### src/rtl/tpf_pkg.sv
package tpf_pkg;

   typedef enum logic {
      SRC_PIN   = 1'b0,
      SRC_CYCLE = 1'b1
   } evt_src_e;

   // Number of counter bits that must wrap for one strobe.
   // Codes below half range give 2^code; the upper half saturates.
   function automatic int unsigned ratio_bits(input int unsigned code,
                                              input int unsigned code_w);
      int unsigned half;
      half = 1 << (code_w - 1);
      if (code >= half) return half;
      return code;
   endfunction

endpackage

### src/rtl/tpf_ctrl_reg.sv
module tpf_ctrl_reg
   import tpf_pkg::*;
#(
   parameter int unsigned PS_CODE_W = 4,
   localparam int unsigned REG_W    = PS_CODE_W + 4
) (
   input  logic                 clk,
   input  logic                 rst_n,
   input  logic                 we,
   input  logic [REG_W-1:0]     wdata,
   output logic [REG_W-1:0]     rdata,
   output logic                 irq_rise_sel,
   output logic                 clk_rise_sel,
   output evt_src_e             src_sel,
   output logic [PS_CODE_W-1:0] ps_code
);

   localparam int unsigned POS_SRC  = PS_CODE_W + 1;
   localparam int unsigned POS_CEDG = PS_CODE_W + 2;
   localparam int unsigned POS_IEDG = PS_CODE_W + 3;

   logic [REG_W-1:1] store_q;

   always_ff @(posedge clk or negedge rst_n) begin
      if (!rst_n) begin
         store_q <= '0;
      end else if (we) begin
         store_q <= wdata[REG_W-1:1];
      end
   end

   assign rdata        = {store_q, 1'b0};
   assign irq_rise_sel = store_q[POS_IEDG];
   assign clk_rise_sel = store_q[POS_CEDG];
   assign src_sel      = store_q[POS_SRC] ? SRC_CYCLE : SRC_PIN;
   assign ps_code      = store_q[PS_CODE_W:1];

endmodule

### src/rtl/tpf_edge_sync.sv
module tpf_edge_sync #(
   parameter int unsigned STAGES = 2
) (
   input  logic clk,
   input  logic rst_n,
   input  logic pin,
   input  logic rise_sel,
   output logic edge_hit
);

   generate
      if (STAGES < 2) begin : g_bad_stages
         $error("tpf_edge_sync: STAGES must be at least 2");
      end
   endgenerate

   // Chain: [0..STAGES-1] synchronizer, [STAGES] previous sample.
   logic [STAGES:0] chain_q;

   always_ff @(posedge clk or negedge rst_n) begin
      if (!rst_n) begin
         chain_q <= '0;
      end else begin
         chain_q <= {chain_q[STAGES-1:0], pin};
      end
   end

   logic now_s, prev_s;
   assign now_s  = chain_q[STAGES-1];
   assign prev_s = chain_q[STAGES];

   assign edge_hit = rise_sel ? (now_s & ~prev_s) : (~now_s & prev_s);

endmodule

### src/rtl/tpf_prescaler.sv
module tpf_prescaler
   import tpf_pkg::*;
#(
   parameter int unsigned PS_CODE_W = 4,
   localparam int unsigned CNT_W    = 1 << (PS_CODE_W - 1)
) (
   input  logic                 clk,
   input  logic                 rst_n,
   input  logic                 clr,
   input  logic                 evt,
   input  logic [PS_CODE_W-1:0] code,
   output logic                 strobe,
   output logic [CNT_W-1:0]     count
);

   logic [CNT_W-1:0] cnt_q;
   logic             strobe_q;
   logic [CNT_W:0]   one_sh;
   logic [CNT_W-1:0] wrap_mask;
   logic             at_wrap;

   always_comb begin
      one_sh    = (CNT_W+1)'(1) << ratio_bits(int'(code), PS_CODE_W);
      wrap_mask = CNT_W'(one_sh - (CNT_W+1)'(1));
      at_wrap   = ((cnt_q & wrap_mask) == wrap_mask);
   end

   always_ff @(posedge clk or negedge rst_n) begin
      if (!rst_n) begin
         cnt_q    <= '0;
         strobe_q <= 1'b0;
      end else if (clr) begin
         cnt_q    <= '0;
         strobe_q <= 1'b0;
      end else begin
         strobe_q <= evt & at_wrap;
         if (evt) cnt_q <= cnt_q + CNT_W'(1);
      end
   end

   assign strobe = strobe_q;
   assign count  = cnt_q;

endmodule

### src/rtl/tmr_prescale_front.sv
module tmr_prescale_front
   import tpf_pkg::*;
#(
   parameter int unsigned PS_CODE_W   = 4,
   parameter int unsigned SYNC_STAGES = 2,
   localparam int unsigned REG_W      = PS_CODE_W + 4,
   localparam int unsigned CNT_W      = 1 << (PS_CODE_W - 1)
) (
   input  logic             clk,
   input  logic             rst_n,
   input  logic             reg_we,
   input  logic [REG_W-1:0] reg_wdata,
   output logic [REG_W-1:0] reg_rdata,
   input  logic             cyc_en,
   input  logic             tclk_pin,
   input  logic             irq_pin,
   input  logic             irq_clr,
   output logic             inc_pulse,
   output logic             ext_edge_evt,
   output logic             irq_flag
);

   generate
      if (PS_CODE_W < 2 || PS_CODE_W > 5) begin : g_bad_code_w
         $error("tmr_prescale_front: PS_CODE_W must be within 2..5");
      end
   endgenerate

   logic                 irq_rise_sel, clk_rise_sel;
   evt_src_e             src_sel;
   logic [PS_CODE_W-1:0] ps_code;
   logic                 clk_hit, irq_hit, sel_evt;
   logic [CNT_W-1:0]     pre_cnt;
   logic                 ext_evt_q, irq_q;

   tpf_ctrl_reg #(.PS_CODE_W(PS_CODE_W)) u_reg (
      .clk          (clk),
      .rst_n        (rst_n),
      .we           (reg_we),
      .wdata        (reg_wdata),
      .rdata        (reg_rdata),
      .irq_rise_sel (irq_rise_sel),
      .clk_rise_sel (clk_rise_sel),
      .src_sel      (src_sel),
      .ps_code      (ps_code)
   );

   tpf_edge_sync #(.STAGES(SYNC_STAGES)) u_clk_sync (
      .clk      (clk),
      .rst_n    (rst_n),
      .pin      (tclk_pin),
      .rise_sel (clk_rise_sel),
      .edge_hit (clk_hit)
   );

   tpf_edge_sync #(.STAGES(SYNC_STAGES)) u_irq_sync (
      .clk      (clk),
      .rst_n    (rst_n),
      .pin      (irq_pin),
      .rise_sel (irq_rise_sel),
      .edge_hit (irq_hit)
   );

   assign sel_evt = (src_sel == SRC_CYCLE) ? cyc_en : clk_hit;

   tpf_prescaler #(.PS_CODE_W(PS_CODE_W)) u_pre (
      .clk    (clk),
      .rst_n  (rst_n),
      .clr    (reg_we),
      .evt    (sel_evt),
      .code   (ps_code),
      .strobe (inc_pulse),
      .count  (pre_cnt)
   );

   always_ff @(posedge clk or negedge rst_n) begin
      if (!rst_n) begin
         ext_evt_q <= 1'b0;
         irq_q     <= 1'b0;
      end else begin
         ext_evt_q <= (src_sel == SRC_PIN) & clk_hit;
         if (irq_hit)      irq_q <= 1'b1;
         else if (irq_clr) irq_q <= 1'b0;
      end
   end

   assign ext_edge_evt = ext_evt_q;
   assign irq_flag     = irq_q;

endmodule

### config.mk
export PLATFORM = sky130hd
export DESIGN_NAME = tmr_prescale_front
export DESIGN_NICKNAME = d
export VERILOG_FILES = /design/src/rtl/tpf_pkg.sv /design/src/rtl/tpf_ctrl_reg.sv /design/src/rtl/tpf_edge_sync.sv /design/src/rtl/tpf_prescaler.sv /design/src/rtl/tmr_prescale_front.sv
export SDC_FILE = /design/constraint.sdc
export NUM_CORES = 1
export LEC_CHECK = 0
export ABC_AREA = 1
export CAP_MARGIN = 20
export CORE_MARGIN = 3
export CORE_UTILIZATION = 25
export CTS_BUF_LIST = sky130_fd_sc_hd__clkbuf_8
export CTS_CLUSTER_SIZE = 8
export DETAILED_ROUTE_END_ITERATION = 6
export GPL_TIMING_DRIVEN = 0
export PLACE_DENSITY_LB_ADDON = 0.1
export REMOVE_ABC_BUFFERS = 1
export SLEW_MARGIN = 20
export SYNTH_ARGS = -nofsm -noshare
export SYNTH_HDL_FRONTEND = slang
export SYNTH_SLANG_ARGS = --single-unit
### constraint.sdc
create_clock -name clk -period 3.1 [get_ports clk]
set_input_delay 0.62 -clock clk [delete_from_list [all_inputs] [get_ports clk]]
set_output_delay 0.62 -clock clk [all_outputs]
set_load 0.05 [all_outputs]
==> results.py, run 1 <==
metrics = {
    "yosys": {
        "yosysMostFrequentCell": "nand2_1",
        "synth_warnings": 0,
        "synth_top_area_share": 0.472,
        "synth_cells": 165,
        "ys_top_cells_by_count": "nand2_1, dfrtp_1, inv_1, nand3_1, nor2_1",
        "syn_area_mm2": 0.00127,
        "synth_edf_count": 0,
        "ys.flop_type": "dfrtp_1",
        "ys_ff_latch": 24,
        "avgSynthCellArea_um2": 7.71,
        "yosys.area.top_type": "dfrtp_1",
        "async_flop_share": 1.00,
        "synth_cell_types": 21,
        "synth.yosys.seq_area_share": 0.472,
        "synth_area_leaders": "dfrtp_1, nand2_1, nand3_1",
    },
    "sta": {
        "finalSetupViolations": 0,
        "rsz0062_at_grt": "false",
        "tightest_slew_ps": 720,
        "skew_ps": 5.56,
        "fin_crit_sh": 0.721,
        "maxSlewViolCount": 0,
        "max_freq_ghz": 0.447,
        "period_needed_ps": 2240,
        "finalHoldViolCount": 0,
        "slew_headroom": 0.518,
        "setup_tns_ps": 0,
    },
    "cts": {
        "cts-buffers-inserted": 3,
        "cts_sinks": 24,
        "worst_skew_pair.late_latency_ps": 270,
        "post_cts_buffers": 0,
        "hold_buffers": 0,
        "cts-resized-gates": 0,
        "clk_pin_slew_ps": 90,
        "cts_max_level": 1,
        "cts_tree": "yes",
        "clk_path_buf_depth": 2,
        "cts-root-buf": "clkbuf_8",
    },
    "global_routing": {
        "grt_max_degree": 25,
        "grt.total_usage": 0.103,
        "grt.overflow.total": 0,
        "antenna_found_initial": 0,
        "grt_pass1_vias": 1132,
        "grt_first_pass_wirelength_mm": 5.10,
    },
    "place": {
        "gp_congestion": 0.777,
        "hpwlAfterDp_mm": 2.13,
        "place_inst": 249,
        "io_buffers": 23,
    },
    "die": {
        "rows": 25,
        "dieArea_mm2": 0.00598,
        "die_x_um": 77.3,
        "die_h_um": 77.3,
        "initial_utilization": 0.264,
        "pin_count": 26,
        "core_area_mm2": 0.00482,
    },
    "run_status": {
        "status": "finished clean",
    },
    "power_and_ir_drop": {
        "leakagePower_nw": 0.811,
        "power_density_mw_per_mm2": 503,
        "max-vdd-ir-drop_uv": 210,
    },
    "setup_path": {
        "max_stage_delay_ps": 850,
        "critPathTopFamily": "buffers and inverters",
        "required_ps": 2480,
        "critPathSlowestCell": "clkdlybuf4s50_1",
        "critPathLaunchType": "flip-flop",
        "path_buf_inv": 1,
        "endpoint_kind": "output port",
        "cp_cell_sequence": "clkdlybuf4s50_1",
        "worst-setup-path-type": "flip-flop to output port",
        "path_max_fanout": 6,
        "critPathArrivalTime_ps": 1620,
    },
    "final_layout": {
        "syn_to_final_growth_pct": 26.6,
        "antenna_cells": 0,
        "multi_input_area_um2": 546,
        "fin_cells": 253,
        "drive_gt1_frac": 0.0860,
        "regArea_um2": 601,
        "finalNetCount": 204,
        "fillCellCount": 523,
    },
    "route": {
        "wl_per_cell_um": 11.1,
        "drc": 0,
        "ant_nets": 0,
        "wl_mm": 2.81,
        "firstDrtPassIters": 4,
        "vias": 1058,
        "first_iter_violations": 29,
        "viasPerCell": 4.18,
    },
    "run": {
        "max_cap_viol_count": 0,
    },
    "worst_hold_path": {
        "hp-class": "input port to async pin",
    },
}
-- final cells by class --
type / instances / area share
clock buffer: 3 / 0.0256
timing repair buffer: 23 / 0.140
inverter: 22 / 0.0528
multi-input combinational: 113 / 0.339
tap: 67 / 0.0520
sequential: 24 / 0.373
clock inverter: 1 / 0.0186
-- through the flow --
step	worst slack [ps]	hold WS (ps)	instance area, um2	util	power, mW
floorplan	1360	324	1230	-	0.472
global placement	660	336	1550	0.321	0.541
detailed placement	691	345	1540	0.320	0.541
CTS	847	349	1610	0.335	0.824
global route	806	372	1610	0.335	0.859
finish	864	324	1610	0.335	0.811
-- path summary, 6_finish.rpt --
path                                            start               endpoint  slack, ps  cells after the start
worst min-delay path                            rst_n           u_pre.strobe        320                      1
worst max-delay path                 u_reg.store_q[4]           reg_rdata[4]        860                      1
max in group asynchronous                       rst_n  u_irq_sync.chain_q[0]       2400                      1
min in group clk                u_clk_sync.chain_q[0]  u_clk_sync.chain_q[1]        360                      0
worst min register to register  u_clk_sync.chain_q[0]  u_clk_sync.chain_q[1]        360                      0
worst max register to register       u_reg.store_q[4]           u_pre.strobe       1460                     11
-- routing by layer --
| layer | part of all wire | wire length, um | vias to the layer above | track usage |
|---|---|---|---|---|
| met5 | 0 | 0 | - | 0 |
| met4 | 0.017 | 47 | 0 | 0.0427 |
| met3 | 0.036 | 102 | 4 | 0.0197 |
| met2 | 0.47 | 1310 | 15 | 0.177 |
| met1 | 0.48 | 1340 | 491 | 0.127 |
| li1 | - | - | 548 | - |
-- where the power goes --
part	internal [mW]	leakage, nW	switching (mW)
Combinational	0.0632	0.471	0.109
Clock	0.173	0.0357	0.106
Sequential	0.334	0.304	0.0251
-- cells by family after synthesis --
group / Yosys count / synth area share
xor gates and xnor gates: 4 / 0.0275
other: 1 / 0.00295
buffers and inverters: 28 / 0.0993
AOI/OAI and AO/OA: 11 / 0.0452
DFF: 24 / 0.472
adders and majority gates: 2 / 0.0197
and+or+nand+nor: 95 / 0.333
-- state kept, by name, indices dropped and copies added (netlist names) --
signal,flops
irq_flag,1
u_reg.store_q,7
u_pre.strobe,1
u_pre.count,8
u_clk_sync.chain_q,3
u_irq_sync.chain_q,3
ext_edge_evt,1
-- cell usage in the layout (no fill, tap or decap) --
cell / n
clkbuf_8: 3
nor2_1: 13
dfrtp_1: 24
nand3_1: 16
inv_1: 19
nand3b_1: 2
nand2_4: 2
xor2_1: 4
nand4_1: 3
a21oi_1: 1
inv_2: 2
o211ai_1: 1
buf_2: 1
ha_1: 2
or2_0: 1
conb_1: 1
clkdlybuf4s50_1: 22
nand2_2: 2
o21ai_0: 9
inv_4: 1
bufinv_16: 1
nand2_1: 52
nor2_2: 4
-- worst register-to-register path: stages (launching register included) --
cell and delay [ps]:
dfrtp_1 480, inv_2 140, nand2_1 80, inv_1 60
nand3_1 70, ha_1 280, nor2_1 40, nor2_1 70
o21ai_0 110, nor2_1 110, nand2_1 60, nor2_1 90
No activity file was read; power rests on OpenSTA's default activity.
==> inputs of run 2 (changes only) <==
clock period = 1.95 ns   (was 3.1 ns; I/O delays follow)
==> run 2 against run 1 <==
Compared with the run above:
- cell area down 0.16%
- wire length up 0.11%
- die area unchanged
- non-clock buffer count unchanged
- critical endpoint is now reg_rdata[6]
- largest power group unchanged
- combinational power up 55%
- register-to-register slack worse by 1100 ps
==> results.py, run 2 (same netlist as run 1, synthesis figures left out) <==
metrics = {
    "sta": {
        "finalHoldViolCount": 0,
        "fin_crit_sh": 0.945,
        "skew_ps": 5.56,
        "tightest_slew_ps": 727,
        "maxSlewViolCount": 0,
        "finalSetupViolations": 0,
        "layout_setup_ws_ps": 107,
        "slew_headroom": 0.515,
        "period_needed_ps": 1840,
        "max_freq_ghz": 0.543,
        "rsz0062_at_grt": "false",
    },
    "final_layout": {
        "layout_common_cells": "nand2_1, dfrtp_1, inv_1",
        "final_core_util": 0.334,
        "syn_to_final_growth_pct": 26.5,
        "largest_reg_flops": 8,
        "finalNetCount": 204,
        "drive_gt1_frac": 0.0860,
        "final_common_cell": "nand2_1",
        "antenna_cells": 0,
        "final_area_mm2": 0.00161,
    },
    "place": {
        "hpwlAfterDp_mm": 2.13,
        "gp_congestion": 0.777,
        "placed_cell_area_mm2": 0.00154,
        "io_buffers": 23,
        "post-place-ws_ps": -229,
    },
    "cts": {
        "clk_pin_slew_ps": 90,
        "clk_path_buf_depth": 2,
        "cts_sinks": 24,
        "worst_skew_pair.late_latency_ps": 270,
        "cts-root-buf": "clkbuf_8",
        "cts_max_level": 1,
        "cts-buffers-inserted": 3,
        "post_cts_buffers": 0,
        "cts_tree": "yes",
    },
    "power_and_ir_drop": {
        "power_density_mw_per_mm2": 797,
        "seq_power_share": 0.445,
        "max-vdd-ir-drop_uv": 334,
        "internal-power_mw": 0.901,
        "p_clk_frac": 0.345,
        "sw_frac_of_total": 0.298,
        "leakagePower_nw": 0.828,
        "power.switching_mw": 0.382,
        "combPwrFrac": 0.210,
    },
    "setup_path": {
        "critPathTopFamily": "buffers and inverters",
        "critPathLaunchType": "flip-flop",
        "reg2reg_slack_ps": 320,
        "worst-setup-path-type": "flip-flop to output port",
        "path_max_fanout": 3,
        "max_stage_delay_ps": 810,
        "endpoint_kind": "output port",
        "required_ps": 1560,
        "r2r-end": "u_pre.strobe",
        "cp_cell_sequence": "clkdlybuf4s50_1",
        "reg2reg_depth": 11,
        "critPathSlowestCell": "clkdlybuf4s50_1",
        "path_buf_inv": 1,
        "critPathArrivalTime_ps": 1450,
        "r2r-start": "u_reg.store_q[4]",
    },
    "route": {
        "first_iter_violations": 29,
        "wl_per_cell_um": 11.1,
        "wl_mm": 2.81,
        "drc": 0,
        "ant_nets": 0,
        "viasPerCell": 4.18,
        "firstDrtPassIters": 4,
        "vias": 1058,
    },
    "die": {
        "core_area_mm2": 0.00482,
        "initial_utilization": 0.264,
        "die_x_um": 77.3,
        "dieArea_mm2": 0.00598,
        "rows": 25,
        "die_h_um": 77.3,
        "pin_count": 26,
    },
    "global_routing": {
        "grt_max_degree": 25,
        "antenna_found_initial": 0,
        "grt.total_usage": 0.104,
        "grt_pass1_vias": 1138,
        "grt.overflow.total": 0,
        "grt_first_pass_wirelength_mm": 5.13,
    },
    "run_status": {
        "status": "finished clean",
    },
    "run": {
        "max_cap_viol_count": 0,
    },
    "worst_hold_path": {
        "hp-class": "input port to async pin",
    },
}
## run 2: power groups by stage
stage	Sequential, mW	Clock, mW	Combinational (mW)
after floorplan	0.634	0	0.116
after global placement	0.582	0	0.278
after detailed placement	0.583	0	0.278
after CTS	0.572	0.459	0.274
after global routing	0.577	0.483	0.301
final	0.571	0.443	0.269
## run 2: through the flow
| step | hold slack (ps) | cells | total power, mW | TNS (ps) |
|---|---|---|---|---|
| floorplan | 94.4 | 159 | 0.750 | 0 |
| global placement | 336 | 249 | 0.860 | -2060 |
| detailed placement | 345 | 249 | 0.861 | -1740 |
| CTS | 119 | 253 | 1.30 | 0 |
| global route | 143 | 253 | 1.36 | 0 |
| finish | 93.6 | 253 | 1.28 | 0 |
## run 2: area by class of cell
class | instances | area (um2)
Clock inverter | 1 | 30.0
Fill cell | 527 | 3210
Clock buffer | 3 | 41.3
Sequential cell | 24 | 601
Timing Repair Buffer | 23 | 223
Inverter | 22 | 85.1
Multi-Input combinational cell | 113 | 546
Tap cell | 67 | 83.8
## run 2: worst max-delay path by stage
stage                           startpoint        endpoint  slack (ps)  cells after the start
after CTS                           reg_we  u_pre.count[0]          60                      6
after global routing      u_reg.store_q[5]    reg_rdata[5]          50                      1
after floorplan           u_reg.store_q[4]    u_pre.strobe         210                     10
final                     u_reg.store_q[6]    reg_rdata[6]         110                      1
after global placement              reg_we  u_pre.count[1]        -260                      6
after detailed placement            reg_we  u_pre.count[5]        -230                      6
## run 2: what timing repair did
action | 4_1_cts | 5_1_grt
hold buffers | 0 | 0
setup endpoints to repair | 4 | 8
resized for setup | 4 | 1
## run 2: per-layer routing
layer | wire, um | vias to the layer above | track usage
met5 | 0 | - | 0
met4 | 48 | 0 | 0.0427
met3 | 106 | 4 | 0.0220
met2 | 1310 | 15 | 0.177
met1 | 1340 | 491 | 0.127
li1 | - | 548 | -
